--- src/rtl/tx_load_fifo_pkg.sv ---
package tx_load_fifo_pkg;
  typedef struct packed {
    logic       last;
    logic [7:0] data;
  } tx_byte_t;

  typedef enum logic [1:0] {
    WM_X1  = 2'd0,
    WM_X2  = 2'd1,
    WM_X4  = 2'd2,
    WM_X4B = 2'd3
  } wm_sel_e;
endpackage

--- src/rtl/tx_load_fifo_wr.sv ---
module tx_load_fifo_wr
  import tx_load_fifo_pkg::*;
#(
  parameter int FILL_W = 8
) (
  input  logic              wr_i,
  input  logic [15:0]       data_i,
  input  logic [1:0]        be_i,
  input  logic              eof_i,
  input  logic [FILL_W-1:0] free_i,
  output logic              accept_o,
  output logic [1:0]        n_push_o,
  output tx_byte_t          e0_o,
  output tx_byte_t          e1_o
);
  logic [1:0] n_req;

  always_comb begin
    n_req = 2'd0;
    e0_o  = '0;
    e1_o  = '0;
    unique case (be_i)
      2'b11: begin
        n_req = 2'd2;
        e0_o  = '{last: 1'b0,  data: data_i[7:0]};
        e1_o  = '{last: eof_i, data: data_i[15:8]};
      end
      2'b01: begin
        n_req = 2'd1;
        e0_o  = '{last: eof_i, data: data_i[7:0]};
      end
      2'b10: begin
        n_req = 2'd1;
        e0_o  = '{last: eof_i, data: data_i[15:8]};
      end
      default: n_req = 2'd0;
    endcase
  end

  // whole write must fit, otherwise nothing is stored
  assign accept_o = wr_i && (n_req != 2'd0) && (free_i >= FILL_W'(n_req));
  assign n_push_o = accept_o ? n_req : 2'd0;
endmodule

--- src/rtl/tx_load_fifo_mem.sv ---
module tx_load_fifo_mem
  import tx_load_fifo_pkg::*;
#(
  parameter  int DEPTH  = 128,
  localparam int AW     = $clog2(DEPTH),
  localparam int FILL_W = $clog2(DEPTH + 1)
) (
  input  logic              clk_i,
  input  logic              rst_ni,
  input  logic [1:0]        push_n_i,
  input  tx_byte_t          e0_i,
  input  tx_byte_t          e1_i,
  input  logic              pop_i,
  output tx_byte_t          head_o,
  output logic [FILL_W-1:0] fill_o
);
  tx_byte_t          mem_q [DEPTH];
  logic [AW-1:0]     wp_q, rp_q;
  logic [FILL_W-1:0] fill_q;
  logic              pop_ok;

  assign pop_ok = pop_i && (fill_q != '0);

  always_ff @(posedge clk_i) begin
    if (push_n_i != 2'd0) mem_q[wp_q] <= e0_i;
    if (push_n_i == 2'd2) mem_q[wp_q + AW'(1)] <= e1_i;
  end

  always_ff @(posedge clk_i or negedge rst_ni) begin
    if (!rst_ni) begin
      wp_q   <= '0;
      rp_q   <= '0;
      fill_q <= '0;
    end else begin
      wp_q   <= wp_q + AW'(push_n_i);
      rp_q   <= rp_q + AW'(pop_ok);
      fill_q <= fill_q + FILL_W'(push_n_i) - FILL_W'(pop_ok);
    end
  end

  assign head_o = mem_q[rp_q];
  assign fill_o = fill_q;
endmodule

--- src/rtl/tx_load_fifo_req.sv ---
module tx_load_fifo_req
  import tx_load_fifo_pkg::*;
#(
  parameter  int DEPTH   = 128,
  parameter  int WM_BASE = 16,
  localparam int FILL_W  = $clog2(DEPTH + 1)
) (
  input  logic [FILL_W-1:0] fill_i,
  input  logic              en_i,
  input  logic [1:0]        sel_i,
  output logic              req_o
);
  logic [FILL_W-1:0] free, thr;

  assign free = FILL_W'(DEPTH) - fill_i;

  always_comb begin
    unique case (wm_sel_e'(sel_i))
      WM_X1:   thr = FILL_W'(WM_BASE);
      WM_X2:   thr = FILL_W'(WM_BASE * 2);
      default: thr = FILL_W'(WM_BASE * 4);
    endcase
  end

  assign req_o = en_i && (free >= thr);
endmodule

--- src/rtl/tx_load_fifo.sv ---
module tx_load_fifo
  import tx_load_fifo_pkg::*;
#(
  parameter  int DEPTH   = 128,
  parameter  int WM_BASE = 16,
  localparam int FILL_W  = $clog2(DEPTH + 1)
) (
  input  logic        clk_i,
  input  logic        rst_ni,
  input  logic        wr_i,
  input  logic [15:0] wr_data_i,
  input  logic [1:0]  wr_be_i,
  input  logic        wr_eof_i,
  output logic        wr_ok_o,
  input  logic        tx_en_i,
  input  logic [1:0]  wm_sel_i,
  output logic        req_o,
  output logic        rd_valid_o,
  output logic [7:0]  rd_data_o,
  output logic        rd_last_o,
  input  logic        rd_pop_i
);
  logic [FILL_W-1:0] fill, free;
  logic              accept;
  logic [1:0]        n_push;
  tx_byte_t          e0, e1, head;
  logic              wr_ok_q;

  assign free = FILL_W'(DEPTH) - fill;

  tx_load_fifo_wr #(.FILL_W(FILL_W)) u_wr (
    .wr_i     (wr_i),
    .data_i   (wr_data_i),
    .be_i     (wr_be_i),
    .eof_i    (wr_eof_i),
    .free_i   (free),
    .accept_o (accept),
    .n_push_o (n_push),
    .e0_o     (e0),
    .e1_o     (e1)
  );

  tx_load_fifo_mem #(.DEPTH(DEPTH)) u_mem (
    .clk_i    (clk_i),
    .rst_ni   (rst_ni),
    .push_n_i (n_push),
    .e0_i     (e0),
    .e1_i     (e1),
    .pop_i    (rd_pop_i),
    .head_o   (head),
    .fill_o   (fill)
  );

  tx_load_fifo_req #(.DEPTH(DEPTH), .WM_BASE(WM_BASE)) u_req (
    .fill_i (fill),
    .en_i   (tx_en_i),
    .sel_i  (wm_sel_i),
    .req_o  (req_o)
  );

  always_ff @(posedge clk_i or negedge rst_ni) begin
    if (!rst_ni) wr_ok_q <= 1'b0;
    else         wr_ok_q <= accept;
  end

  assign wr_ok_o    = wr_ok_q;
  assign rd_valid_o = (fill != '0);
  assign rd_data_o  = head.data;
  assign rd_last_o  = head.last;
endmodule

--- config.mk ---
export PLATFORM = sky130hd
export DESIGN_NAME = tx_load_fifo
export DESIGN_NICKNAME = d
export VERILOG_FILES = /design/src/rtl/tx_load_fifo_pkg.sv /design/src/rtl/tx_load_fifo_wr.sv /design/src/rtl/tx_load_fifo_mem.sv /design/src/rtl/tx_load_fifo_req.sv /design/src/rtl/tx_load_fifo.sv
export SDC_FILE = /design/constraint.sdc
export NUM_CORES = 2
export LEC_CHECK = 0
export BUFFER_PORTS_ARGS = -buffer_cell sky130_fd_sc_hd__buf_2
export CAP_MARGIN = 20
export CORE_MARGIN = 5
export CORE_UTILIZATION = 35
export CTS_BUF_LIST = sky130_fd_sc_hd__clkbuf_4
export DETAILED_ROUTE_END_ITERATION = 6
export GPL_TIMING_DRIVEN = 0
export PLACE_DENSITY = 0.47
export SLEW_MARGIN = 20
export SYNTH_ARGS = -nofsm -noshare
export SYNTH_HDL_FRONTEND = slang
export SYNTH_SLANG_ARGS = --single-unit
--- constraint.sdc ---
create_clock -name clk_i -period 4.75 [get_ports clk_i]
set_clock_uncertainty 0.05 [all_clocks]
set_input_delay 0 -clock clk_i [delete_from_list [all_inputs] [get_ports clk_i]]
set_output_delay 0 -clock clk_i [all_outputs]
set_load 0.05 [all_outputs]
==> results.json <==
{
  "grt.overflow.total": 0,
  "route.top_layer_used": "met5",
  "ant_nets": 0,
  "grt_pass1_wl_mm": 386,
  "grt_max_degree": 24,
  "period_minus_slack_ps": 4910,
  "ir_drop_mv": 0.521,
  "synth_fp_nets": 4058,
  "dp.cells": 6458,
  "path_cells": "clkbuf_4 > nand2_2 > clkbuf_4 > o221ai_1 > a211oi_4 > a211oi_2 > o32a_1 > buf_4",
  "grt_util_all_layers_pct": 31.8,
  "arrival_ps": 4860,
  "antenna_found_initial": 33,
  "ys.flop_type": "edfxtp_1",
  "min-delay-start": "wr_be_i[1]",
  "multi_input_area_um2": 24300,
  "ys_ff_latch": 1175,
  "cp_common_cell": "clkbuf_4",
  "cts_made_buffers": 360,
  "max_cap_violations": 0,
  "ys_warn_count": 0,
  "grt_pass1_vias": 42900,
  "synth_area_per_cell_um2": 15.2,
  "wl_mm": 294,
  "r2r-start": "u_mem.wp_q[1]",
  "synth_edf_count": 1152,
  "mostFrequentLayoutCells": "1277 x mux2i_1, 1152 x edfxtp_1, 560 x clkbuf_4",
  "hold_viol_final": 0,
  "avgRoutedWirePerCell_um": 41.1,
  "violations": "setup timing",
  "timing.fmax_ghz": 0.204,
  "dr_wl_met2_mm": 126,
  "crit_path_end_kind": "output pin",
  "max_stage_delay_ps": 670,
  "setup_tns_ps": -685,
  "postLayoutCoreUtil_pct": 41.5,
  "hold_ws_ps": 115,
  "ys_seq_area_share_pct": 57.9,
  "synth_top_area_share_pct": 56.9,
  "cts.sinks": 1175,
  "path_class": "reg -> out",
  "crit_path_max_fanout": 10,
  "finalMaxSlewViolations": 0,
  "hold_class": "in -> reg",
  "die_w_um": 427,
  "p_leak_nw": 29.0,
  "synthCells": 4000,
  "period_share_pct": 103,
  "syn_to_final_growth_pct": 18.2,
  "drive_gt1_share_pct": 28.8,
  "ff_latch_area_um2": 35200,
  "clk_pin_slew_ps": 60,
  "relSlewSlack_pct": 14.5,
  "setup_viol": 23,
  "cts_root_buffer": "clkbuf_4",
  "h-tree-depth": 5,
  "portBuffers": 37,
  "final_nets": 4607,
  "clk_latency_ps": 1350,
  "die_h_um": 427,
  "final_area_um2": 71800,
  "via_per_inst": 6.12,
  "pre_cts_slack_ps": -550,
  "num_vias": 43700,
  "met1_length_mm": 114,
  "finalPower_mw": 39.0,
  "status": "complete, but fails checks",
  "pwr_density_cell_nw_per_um2": 543,
  "dpl_cell_area_um2": 65600,
  "drc": 0,
  "first_pass_iters": 6,
  "num_rows": 153,
  "dp_hpwl_mm": 213,
  "core_area_um2": 173000,
  "nFillCells": 16300,
  "final_common_cell": "mux2i_1",
  "final_cells": 7148,
  "timing_worst_slew_pin_value_ps": 1280,
  "synth_cell_types": 70,
  "startpoint_type": "flip-flop",
  "cpMaxStageDelayCell": "dfrtp_1",
  "dr_wl_met3_mm": 32.2,
  "initial_core_util_pct": 35.1,
  "top_level_ports": 38,
  "crit_path_start": "u_mem.rp_q[3]",
  "worstPathRequired_ps": 4700,
  "yosysTopAreaCell": "edfxtp_1",
  "drt_iter0_drc": 6368,
  "routabilityCongestion": 1.01,
  "cts_tree": "done",
  "die-area_um2": 182000,
  "worst_slack_ps": -161,
  "clockBufferDepth": 4,
  "yosys-top-cells-area": "edfxtp_1 57%, mux2i_1 21%, mux4_2 8.5%, clkbuf_1 2.1%, dfrtp_1 0.95%",
  "synthArstFlopShare_pct": 1.96,
  "synth.cell_area_um2": 60800
}
[registers in the layout (all words and copies together) (netlist names)]
name and cells:
u_mem.rp_q 7, u_mem.wp_q 7, wr_ok_o 1, u_mem.mem_q 1152, u_mem.fill_o 8
[layer usage]
| metal | up-vias | track usage (%) |
|---|---|---|
| met5 | - | 0.833 |
| li1 | 17100 | - |
| met2 | 2981 | 46.7 |
| met3 | 789 | 9.82 |
| met4 | 18 | 19.2 |
| met1 | 22800 | 41.1 |
[where the power goes]
part / switching [mW] / internal (mW)
registers: 0.137 / 11.7
clock network: 4.88 / 5.30
logic: 11.6 / 5.39
total: 16.6 / 22.4
[layout make-up]
cell class / count / area share (%)
antenna: 24 / 0.0836
buffer: 474 / 3.79
clock buffer: 540 / 5.65
clock inverter: 72 / 0.498
inverter: 33 / 0.176
multi-input combinational: 2313 / 33.8
sequential: 1175 / 49.0
tap: 2325 / 4.05
timing repair buffer: 192 / 2.97
[synthesized netlist by cell type, types with 8 or more instances]
cell / n
a211oi_1: 44
a21oi_1: 36
a221oi_1: 12
a22o_1: 36
a22oi_1: 52
a31oi_1: 8
and2_1: 26
buf_1: 10
buf_2: 111
buf_4: 21
clkbuf_1: 335
dfrtp_1: 23
edfxtp_1: 1152
ha_1: 30
inv_1: 30
mux2i_1: 1287
mux4_2: 228
nand2_1: 84
nand2_2: 17
nand2_4: 20
nand2b_1: 9
nand3_1: 57
nand4_1: 8
nor2_1: 26
nor2_4: 12
nor2b_1: 31
o21ai_0: 103
o21bai_1: 27
o221ai_1: 21
o22ai_1: 29
o32a_1: 9
xnor2_1: 13
xor2_1: 11
[worst paths after layout]
kind,endpoint,cells after the start,slack [ps]
setup / recovery,rd_data_o[5],8,-160
hold / removal,u_mem.wp_q[0],6,110
setup reg to reg,u_mem.mem_q[65][1],8,-60
hold reg to reg,u_mem.rp_q[0],1,470
max in group asynchronous,u_mem.rp_q[0],5,4180
min in group asynchronous,u_mem.rp_q[1],5,220
[logic make-up after synthesis]
group / share of synthesized area (%)
buffers and inverters: 3.55
multiplexers: 29.7
flip-flops: 57.9
adder cells (fa/ha/maj): 0.700
XOR/XNOR: 0.346
AND/OR/NAND/NOR: 3.16
AO/OA/AOI/OAI: 4.63
[critical path: cells and delay by family, from the launching register on]
| kind | cells | cell delay (ps) |
|---|---|---|
| AOI/OAI and AO/OA | 4 | 1420 |
| buffers and inverters | 3 | 1050 |
| DFF | 1 | 670 |
| and+or+nand+nor | 1 | 320 |
[timing repair]
action / in CTS / in global routing
setup endpoints to repair: 132 / 151
buffers inserted: 11 / 6
gates cloned: 0 / 0
resized for setup: 300 / 17
hold buffers: 41 / 0
pin swaps: 22 / 4
hold endpoints to repair: 1063 / 0
No activity file was read; power rests on OpenSTA's default activity.
